**src/rtl/lsu_align_pkg.sv**
```systemverilog
package lsu_align_pkg;
  localparam int unsigned LSU_DATA_W = 32;
  localparam int unsigned LSU_LANES  = LSU_DATA_W / 8;
  localparam int unsigned LSU_OFF_W  = $clog2(LSU_LANES);

  typedef enum logic [2:0] {
    OP_LB  = 3'd0,
    OP_LBU = 3'd1,
    OP_LH  = 3'd2,
    OP_LHU = 3'd3,
    OP_LW  = 3'd4,
    OP_SB  = 3'd5,
    OP_SH  = 3'd6,
    OP_SW  = 3'd7
  } memOp_e;

  typedef enum logic [1:0] {
    SZ_BYTE = 2'd0,
    SZ_HALF = 2'd1,
    SZ_WORD = 2'd2
  } accSize_e;

  // strobes from control to datapath
  typedef struct packed {
    accSize_e             reqSize;
    accSize_e             rspSize;
    logic                 rspSigned;
    logic [LSU_OFF_W-1:0] rspOffset;
  } alignStrb_t;
endpackage

```
**src/rtl/lsu_align_ctrl.sv**
```systemverilog
module lsu_align_ctrl
  import lsu_align_pkg::*;
(
  input  logic                 clk,
  input  logic                 rstN,
  input  logic                 reqValid,
  input  logic [2:0]           reqOp,
  input  logic [LSU_OFF_W-1:0] addrLow,
  input  logic                 memRvalid,
  output alignStrb_t           strb,
  output logic                 reqGo,
  output logic                 reqIsStore,
  output logic                 misalign,
  output logic                 loadWe
);
  memOp_e   opDec;
  accSize_e curSize;
  logic     curSigned;
  logic     sizeBad;

  logic                 pendQ;
  accSize_e             rspSizeQ;
  logic                 rspSignedQ;
  logic [LSU_OFF_W-1:0] rspOffQ;

  always_comb begin
    opDec      = memOp_e'(reqOp);
    curSigned  = 1'b0;
    reqIsStore = 1'b0;
    curSize    = SZ_WORD;
    unique case (opDec)
      OP_LB:  begin curSize = SZ_BYTE; curSigned = 1'b1; end
      OP_LBU: curSize = SZ_BYTE;
      OP_LH:  begin curSize = SZ_HALF; curSigned = 1'b1; end
      OP_LHU: curSize = SZ_HALF;
      OP_LW:  curSize = SZ_WORD;
      OP_SB:  begin curSize = SZ_BYTE; reqIsStore = 1'b1; end
      OP_SH:  begin curSize = SZ_HALF; reqIsStore = 1'b1; end
      OP_SW:  begin curSize = SZ_WORD; reqIsStore = 1'b1; end
      default: curSize = SZ_WORD;
    endcase
  end

  always_comb begin
    unique case (curSize)
      SZ_HALF: sizeBad = addrLow[0];
      SZ_WORD: sizeBad = (addrLow != '0);
      default: sizeBad = 1'b0;
    endcase
  end

  assign misalign = reqValid & sizeBad;
  assign reqGo    = reqValid & ~sizeBad;

  always_ff @(posedge clk) begin
    if (!rstN) begin
      pendQ      <= 1'b0;
      rspSizeQ   <= SZ_WORD;
      rspSignedQ <= 1'b0;
      rspOffQ    <= '0;
    end else if (reqGo && !reqIsStore) begin
      pendQ      <= 1'b1;
      rspSizeQ   <= curSize;
      rspSignedQ <= curSigned;
      rspOffQ    <= addrLow;
    end else if (memRvalid) begin
      pendQ <= 1'b0;
    end
  end

  assign loadWe         = memRvalid & pendQ;
  assign strb.reqSize   = curSize;
  assign strb.rspSize   = rspSizeQ;
  assign strb.rspSigned = rspSignedQ;
  assign strb.rspOffset = rspOffQ;

  // a store issued with no load outstanding cannot lead to a write next cycle
  p_store_no_we_r9: assert property (@(posedge clk) disable iff (!rstN)
    (reqGo && reqIsStore && !pendQ) |=> !loadWe);
endmodule

```
**src/rtl/lsu_align_dp.sv**
```systemverilog
module lsu_align_dp
  import lsu_align_pkg::*;
#(
  parameter int unsigned IMM_W = 16
) (
  input  logic [LSU_DATA_W-1:0] baseVal,
  input  logic [IMM_W-1:0]      dispImm,
  input  logic [LSU_DATA_W-1:0] storeData,
  input  logic [LSU_DATA_W-1:0] memRdata,
  input  alignStrb_t            strb,
  input  logic                  reqGo,
  output logic [LSU_DATA_W-1:0] effAddr,
  output logic [LSU_LANES-1:0]  memByteEn,
  output logic [LSU_DATA_W-1:0] memWdata,
  output logic [LSU_DATA_W-1:0] loadResult
);
  localparam int unsigned HALF_W = LSU_DATA_W / 2;

  logic [LSU_OFF_W-1:0]  addrLow;
  logic [LSU_DATA_W-1:0] shifted;

  assign effAddr = baseVal + {{(LSU_DATA_W-IMM_W){dispImm[IMM_W-1]}}, dispImm};
  assign addrLow = effAddr[LSU_OFF_W-1:0];

  for (genvar g = 0; g < LSU_LANES; g++) begin : g_lane
    localparam logic [LSU_OFF_W-1:0] LANE_IDX = LSU_OFF_W'(g);
    logic hit;
    always_comb begin
      unique case (strb.reqSize)
        SZ_BYTE: hit = (addrLow == LANE_IDX);
        SZ_HALF: hit = (addrLow[LSU_OFF_W-1:1] == LANE_IDX[LSU_OFF_W-1:1]);
        default: hit = 1'b1;
      endcase
    end
    assign memByteEn[g] = reqGo & hit;
  end

  always_comb begin
    unique case (strb.reqSize)
      SZ_BYTE: memWdata = {LSU_LANES{storeData[7:0]}};
      SZ_HALF: memWdata = {(LSU_LANES/2){storeData[HALF_W-1:0]}};
      default: memWdata = storeData;
    endcase
  end

  assign shifted = memRdata >> {strb.rspOffset, 3'b000};

  always_comb begin
    unique case (strb.rspSize)
      SZ_BYTE: loadResult = {{(LSU_DATA_W-8){strb.rspSigned & shifted[7]}}, shifted[7:0]};
      SZ_HALF: loadResult = {{(LSU_DATA_W-HALF_W){strb.rspSigned & shifted[HALF_W-1]}},
                             shifted[HALF_W-1:0]};
      default: loadResult = memRdata;
    endcase
  end
endmodule

```
**src/rtl/lsu_align.sv**
```systemverilog
module lsu_align
  import lsu_align_pkg::*;
#(
  parameter int unsigned IMM_W = 16
) (
  input  logic                  clk,
  input  logic                  rstN,
  input  logic                  reqValid,
  input  logic [2:0]            reqOp,
  input  logic [LSU_DATA_W-1:0] baseVal,
  input  logic [IMM_W-1:0]      dispImm,
  input  logic [LSU_DATA_W-1:0] storeData,
  output logic                  memReqValid,
  output logic                  memWrite,
  output logic [LSU_DATA_W-1:0] memAddr,
  output logic [LSU_LANES-1:0]  memByteEn,
  output logic [LSU_DATA_W-1:0] memWdata,
  input  logic                  memRvalid,
  input  logic [LSU_DATA_W-1:0] memRdata,
  output logic [LSU_DATA_W-1:0] loadResult,
  output logic                  loadWe,
  output logic                  addrErr,
  output logic [LSU_DATA_W-1:0] badAddr
);
  alignStrb_t            strb;
  logic                  reqGo;
  logic                  reqIsStore;
  logic                  misalign;
  logic [LSU_DATA_W-1:0] effAddr;

  lsu_align_ctrl i_ctrl (
    .clk        (clk),
    .rstN       (rstN),
    .reqValid   (reqValid),
    .reqOp      (reqOp),
    .addrLow    (effAddr[LSU_OFF_W-1:0]),
    .memRvalid  (memRvalid),
    .strb       (strb),
    .reqGo      (reqGo),
    .reqIsStore (reqIsStore),
    .misalign   (misalign),
    .loadWe     (loadWe)
  );

  lsu_align_dp #(.IMM_W(IMM_W)) i_dp (
    .baseVal    (baseVal),
    .dispImm    (dispImm),
    .storeData  (storeData),
    .memRdata   (memRdata),
    .strb       (strb),
    .reqGo      (reqGo),
    .effAddr    (effAddr),
    .memByteEn  (memByteEn),
    .memWdata   (memWdata),
    .loadResult (loadResult)
  );

  assign memReqValid = reqGo;
  assign memWrite    = reqGo & reqIsStore;
  assign memAddr     = effAddr;
  assign addrErr     = misalign;
  assign badAddr     = misalign ? effAddr : '0;

  // a faulting access leaves the memory port quiet
  p_err_quiet_r7: assert property (@(posedge clk) disable iff (!rstN)
    addrErr |-> (!memReqValid && memByteEn == '0));

  // an issued access enables one, two or all lanes
  p_lane_count_r2: assert property (@(posedge clk) disable iff (!rstN)
    memReqValid |-> ($countones(memByteEn) == 1 || $countones(memByteEn) == 2 ||
                     $countones(memByteEn) == LSU_LANES));

  // word stores enable every lane
  p_word_full_r2: assert property (@(posedge clk) disable iff (!rstN)
    (memWrite && reqOp == 3'd7) |-> (memByteEn == '1));

  // signed byte results carry the sign bit upward
  p_sext_byte_r4: assert property (@(posedge clk) disable iff (!rstN)
    (loadWe && strb.rspSize == SZ_BYTE && strb.rspSigned) |->
      (loadResult[LSU_DATA_W-1:8] == {(LSU_DATA_W-8){loadResult[7]}}));

  // unsigned byte results have clear upper bits
  p_zext_byte_r5: assert property (@(posedge clk) disable iff (!rstN)
    (loadWe && strb.rspSize == SZ_BYTE && !strb.rspSigned) |->
      (loadResult[LSU_DATA_W-1:8] == '0));
endmodule

```
**config.mk**
```make
export PLATFORM = sky130hd
export DESIGN_NAME = lsu_align
export DESIGN_NICKNAME = d
export VERILOG_FILES = /design/src/rtl/lsu_align_pkg.sv /design/src/rtl/lsu_align_ctrl.sv /design/src/rtl/lsu_align_dp.sv /design/src/rtl/lsu_align.sv
export SDC_FILE = /design/constraint.sdc
export NUM_CORES = 1
export LEC_CHECK = 0
export ABC_AREA = 1
export BUFFER_PORTS_ARGS = -buffer_cell sky130_fd_sc_hd__buf_2
export CAP_MARGIN = 25
export CORE_MARGIN = 4
export CORE_UTILIZATION = 35
export CTS_CLUSTER_DIAMETER = 50
export DETAILED_ROUTE_END_ITERATION = 12
export PLACE_DENSITY = 0.7
export SETUP_SLACK_MARGIN = 0.1
export SLEW_MARGIN = 10
export SYNTH_ARGS = -nofsm -noshare
export SYNTH_HDL_FRONTEND = slang
export SYNTH_HIERARCHICAL = 1
export SYNTH_SLANG_ARGS = --single-unit
```
**constraint.sdc**
```tcl
create_clock -name clk -period 2.1 [get_ports clk]
set_clock_uncertainty 0.05 [all_clocks]
set_input_delay 0.21 -clock clk [delete_from_list [all_inputs] [get_ports clk]]
set_output_delay 0.21 -clock clk [all_outputs]
set_load 0.01 [all_outputs]
```
## After elaboration in Yosys (flattened, before gate mapping)

Cells that the tools add are included.

| storage, ports and cells | value |
|---|---|
| register bits after elaboration | 6 |
| input port bits | 119 |
| output and inout port bits | 136 |
| word-level logic and storage cells | 57 |

| cells by class | value |
|---|---|
| add/sub/neg operators | 1 |
| eq/ne operators | 13 |
| shifts and indexed selects | 1 |
| multiplexer cells | 13 |
| bitwise operators | 12 |
| reduce and logical (&&, ||, !) cells | 13 |

Operators with widths:

| operator | count |
|---|---|
| 32-bit case mux with 2 select lines | 2 |
| 32-bit adder | 1 |
| 32-bit 2-to-1 mux | 1 |
| 32-bit by 5-bit >> shifter with 16-bit output | 1 |
| 3-bit equality test (second input constant) | 4 |
| 1-bit bitwise AND | 10 |
| 1-bit case mux with 2 select lines | 5 |
| 3-bit OR reduction | 3 |
| 2-bit by 1-bit equality test with 1-bit output (second input constant) | 3 |
| 2-bit equality test (second input constant) | 3 |
| 3-bit by 2-bit equality test with 1-bit output (second input constant) | 2 |
| 2-bit logical NOT | 3 |
| 2-bit case mux with 3 select lines | 1 |
| 1-bit 2-to-1 mux | 4 |
| 2-bit nonzero test | 2 |
| 2-bit OR reduction | 2 |
| 3-bit by 1-bit equality test with 1-bit output (second input constant) | 1 |
| 3-bit logical NOT | 1 |
| 1-bit inverter | 2 |
| 1-bit logical AND | 1 |
| 1-bit logical NOT | 1 |

## Logic depth before layout (Yosys ltp)

| depth | value |
|---|---|
| word-level depth | 9 |
| depth in mapped cells | 14 |
| depth with buffers taken out | 14 |

## Cells and area by module

The synthesis kept the hierarchy.

Modules (own cells, without submodules):

| module | times used | cells each | area an instance (um^2) | seq. area each (um^2) |
|---|---|---|---|---|
| lsu_align_dp | 1 | 735 | 3494.6 | 0.0 |
| lsu_align_ctrl | 1 | 58 | 391.6 | 120.1 |
| lsu_align | 1 | 69 | 281.5 | 0.0 |

## Least setup slack after synthesis

Ideal clock, no wire load.

| timing | value |
|---|---|
| path kind | input to output |
| start | in baseVal[0] |
| end | out badAddr[3] |
| arrival | 2106 ps |
| data required time | 1840 ps |
| slack | -266 ps |
| stages | 11 |
| path buffers | 1 |
| cell sequence | ha_1 > inv_1 > fa_1 > inv_1 > nor2_1 > nor2_2 > nand2_2 > nor2_1 > buf_6 > nand2_1 > inv_1 |

| between the ends | value |
|---|---|
| longest elaborated chain between the ends | 5 |

Ends and longest elaborated chain:

| what | RTL line | source |
|---|---|---|
| start, declared | lsu_align.sv:10 | `input logic [LSU_DATA_W-1:0] baseVal,` |
| 32-bit adder | lsu_align_dp.sv:22 | `assign effAddr = baseVal + {{(LSU_DATA_W-IMM_W){dispImm[IMM_W-1]}}, dispImm};` |
| via memAddr[1] | lsu_align.sv:15 | `output logic [LSU_DATA_W-1:0] memAddr,` |
| 2-bit nonzero test | lsu_align_ctrl.sv:47 | `SZ_WORD: sizeBad = (addrLow != '0);` |
| 1-bit case mux with 2 select lines | lsu_align_ctrl.sv:45 | `unique case (curSize)` |
| 1-bit bitwise AND | lsu_align_ctrl.sv:52 | `assign misalign = reqValid & sizeBad;` |
| via addrErr | lsu_align.sv:22 | `output logic addrErr,` |
| 32-bit 2-to-1 mux | lsu_align.sv:62 | `assign badAddr = misalign ? effAddr : '0;` |
| end, declared | lsu_align.sv:23 | `output logic [LSU_DATA_W-1:0] badAddr` |

The timed path passes the listed nets, and every way through them passes these cells.

## Worst setup path in the final report

| timing | value |
|---|---|
| start | in baseVal[0] |
| end | out badAddr[12] |

| between the ends | value |
|---|---|
| longest elaborated chain between the ends | 5 |

Ends and longest elaborated chain:

| what | RTL line |
|---|---|
| 32-bit adder (*) | lsu_align_dp.sv:22 |
| 2-bit nonzero test | lsu_align_ctrl.sv:47 |
| 1-bit case mux with 2 select lines | lsu_align_ctrl.sv:45 |
| 1-bit bitwise AND | lsu_align_ctrl.sv:52 |
| 32-bit 2-to-1 mux (*) | lsu_align.sv:62 |

Mark *: on every way between the ends. The rest lies on a longest branch, timed or not.

==> results.sh <==
export IMPL_criticalPathCategory="input port to primary output"
export IMPL_wl_per_cell_um=13.7
export IMPL_first_pass_iters=5
export IMPL_p_leak_uw=0.00448
export IMPL_synth_area_leaders="nand2_1 (35%), inv_1 (17%), ha_1 (10%)"
export IMPL_tritoncts="done"
export IMPL_wl_met2_mm=9.29
export IMPL_worst_pin_slew_ns=0.383
export IMPL_relSlewSlack=0.744
export IMPL_dieArea_um2=13700
export IMPL_via_count=6314
export IMPL_wirelength_mm=17.9
export IMPL_grt_pass1_vias=5436
export IMPL_num_io_pins=255
export IMPL_root_buffer="clkbuf_16"
export IMPL_ant_nets=0
export IMPL_yosysSeqAreaShare=0.0288
export IMPL_grt_ovfl_total=0
export IMPL_required_ns=1.84
export IMPL_finalMaxSlewViolations=0
export IMPL_pre_cts_ws_ns=-0.121
export IMPL_clkLatencyLatePin_ns=0.23
export IMPL_rows=39
export IMPL_cp_start_kind="input port"
export IMPL_r2r_end="i_ctrl/rspOffQ[0]$_SDFFE_PN0P_"
export IMPL_slowest_delay_ns=0.43
export IMPL_syn_avg_cell_area_um2=4.83
export IMPL_synth_top_area_frac=0.349
export IMPL_yosysWarnings=6
export IMPL_clock_path_buffers=2
export IMPL_yosys_most_used_dff="dfxtp_1"
export IMPL_synth_net_count=1016
export IMPL_h_tree_depth=1
export IMPL_initial_core_util=0.362
export IMPL_stdcell_area_um2=7370
export IMPL_hold_viol_final=0
export IMPL_rsz0062_at_grt="true"
export IMPL_synth_edf_count=0
export IMPL_violations="setup timing"
export IMPL_status="finished, violations left"
export IMPL_vias_per_cell=4.83
export IMPL_synthesis_area_um2=4170
export IMPL_reg2regPathDepth=4
export IMPL_timing_final_crit_share=1.02
export IMPL_fp_dieW_um=117
export IMPL_fin_nets=1321
export IMPL_cts_sinks=6
export IMPL_powerDensity_nw_per_um2=357
export IMPL_port_buffers=254
export IMPL_syn2layout_area_growth_pct=76.8
export IMPL_cts_hold_buf=0
export IMPL_peakVddDrop_mv=0.216
export IMPL_drcViolationCount=0
export IMPL_syn_inst=862
export IMPL_cp_startpoint="baseVal[0]"
export IMPL_fp_dieH_um=117
export IMPL_antenna_found_initial=0
export IMPL_yosys_top_cells_count="nand2_1 (387), inv_1 (184), nand3_1 (48), nor2_1 (47), a21oi_1 (39)"
export IMPL_routabilityCongestion=0.885
export IMPL_crit_fanout=5
export IMPL_path_common_cell="inv_2"
export IMPL_first_iter_violations=450
export IMPL_hold_path_startpoint="rstN"
export IMPL_maxCapViolCount=0
export IMPL_nFillCells=1005
export IMPL_synthArstFlopShare=0
export IMPL_total_power_uw=2630
export IMPL_synth_top_cell_by_area="nand2_1"
export IMPL_wl_met3_mm=1.14
export IMPL_drive_above_1_share=0.480
export IMPL_cp_endpoint="badAddr[12]"
export IMPL_grt_pass1_wl_mm=24.3
export IMPL_period_needed_ns=2.13
export IMPL_dp_hpwl_mm=13.2
export IMPL_wl_met1_mm=7.19
export IMPL_grt_max_degree=19
export IMPL_ys_ff_latch=6
export IMPL_clk_pin_slew_ns=0.03
export IMPL_timing_fmax_mhz=469
export IMPL_end_kind="primary output"
export IMPL_antenna_cells=0
export IMPL_dr_max_layer_used="met4"
export IMPL_crit_path_top_delay_cell="fa_2"
export IMPL_rrSetupSlack_ns=1.27
export IMPL_grt_usage=0.213
export IMPL_coreArea_um2=11500
export IMPL_place_area_um2=5900
export IMPL_worstPathArrival_ns=1.87
export IMPL_setup_violations=22
export IMPL_hold_class="input port to flop"
export IMPL_yosysMostFrequentCell="nand2_1"
export IMPL_netlist_cell_type_count=37
export IMPL_setup_ws_ns=-0.0318
export IMPL_numCtsBuffers=3
export IMPL_reg2reg_from="i_ctrl/rspOffQ[0]$_SDFFE_PN0P_"
export IMPL_cp_cell_sequence="buf_6 -> ha_4 -> inv_2 -> fa_2 -> inv_2 -> nor2_2 -> nor2_4 -> nand2_2 -> nor2_4 -> buf_12 -> clkbuf_16 -> nand2_2 -> inv_2 -> buf_6"
==> stage by stage <==
step | utilization | setup TNS (ns) | instances | hold slack (ns)
floorplan | - | 0 | 862 | 0.244
global placement | 0.512 | -1.64 | 1289 | 0.387
detailed placement | 0.512 | -2.05 | 1289 | 0.387
CTS | 0.565 | -0.348 | 1300 | 0.153
global route | 0.640 | -3.14 | 1308 | 0.173
finish | 0.640 | -0.247 | 1308 | 0.154
==> how the worst min path moves through the flow <==
stage	slack [ns]	cells past startpoint	to
after floorplan	0.24	1	i_ctrl/rspSizeQ[1]$_SDFFE_PN1P_
after global placement	0.39	2	i_ctrl/rspSizeQ[1]$_SDFFE_PN1P_
after detailed placement	0.39	2	i_ctrl/rspSizeQ[1]$_SDFFE_PN1P_
after CTS	0.15	2	i_ctrl/rspSizeQ[1]$_SDFFE_PN1P_
after global routing	0.17	2	i_ctrl/rspSizeQ[1]$_SDFFE_PN1P_
final	0.15	2	i_ctrl/rspSizeQ[1]$_SDFFE_PN1P_
==> sequential cells by signal (all words and copies together) (netlist names) <==
name,flops
i_ctrl/pendQ,1
i_ctrl/rspOffQ,2
i_ctrl/rspSignedQ,1
i_ctrl/rspSizeQ,2
==> power by group <==
group / switching (uW) / internal, uW / leakage, uW
sequential: 17.6 / 125 / 0.0000501
clock: 60.5 / 244 / 0.0000370
combinational: 1230 / 949 / 0.00439
total: 1310 / 1320 / 0.00448
==> layout by cell type (no fill, tap or decap), types with 2 or more instances in the layout <==
master,instances
nand2_1,304
buf_2,214
inv_1,146
nand2_2,77
buf_4,59
buf_6,41
inv_2,38
nand3_1,37
ha_4,31
a21oi_1,27
nor2_1,26
o21ai_0,21
nor2_2,20
nand2_4,13
a21oi_2,12
o211ai_1,8
nand3_2,7
a22o_1,7
nand3_4,6
nand4_1,6
xor2_2,6
xor2_1,6
clkbuf_16,5
nor2_4,4
dfxtp_1,4
buf_12,4
inv_4,3
nor3_2,3
xnor2_1,3
buf_16,2
a21oi_4,2
o21ai_2,2
ha_1,2
dfxtp_2,2
clkinv_1,2
o211ai_2,2
a21o_1,2
o21bai_1,2
o21ai_1,2
==> what timing repair did <==
action | in CTS | in global routing
cloned | 2 | 2
pin swaps | 8 | 23
hold endpoints to repair | 0 | 0
endpoints found under the setup margin | 65 | 99
buffers inserted | 6 | 6
resized for setup | 88 | 168
==> cell type report <==
class | count | area (um2) | area share
Clock buffer | 3 | 75.1 | 0.0102
Sequential cell | 6 | 123 | 0.0166
Multi-Input combinational cell | 644 | 4110 | 0.557
Timing Repair Buffer | 323 | 2170 | 0.294
Tap cell | 143 | 179 | 0.0243
Inverter | 189 | 717 | 0.0973
==> kinds of logic (layout without fill, tap and decap cells) <==
family	Yosys count	in the layout	synth area share
AOI/OAI and AO/OA	90	90	0.134
xor gates and xnor gates	15	15	0.0315
adders and majority gates	35	35	0.107
buffers and inverters	212	515	0.212
DFF	6	6	0.0288
and+or+nand+nor	504	504	0.487
==> routing by layer <==
layer | vias to the layer above | global-route usage
li1 | 3205 | -
met1 | 2810 | 0.266
met2 | 269 | 0.394
met3 | 30 | 0.0221
met4 | 0 | 0.0443
met5 | - | 0
==> critical path: cells and delay by family <==
family / cells / cell delay (ns)
buffers and inverters: 7 / 0.67
and+or+nand+nor: 5 / 0.40
adders and majority gates: 2 / 0.58
(Power assumes the default switching activity.)
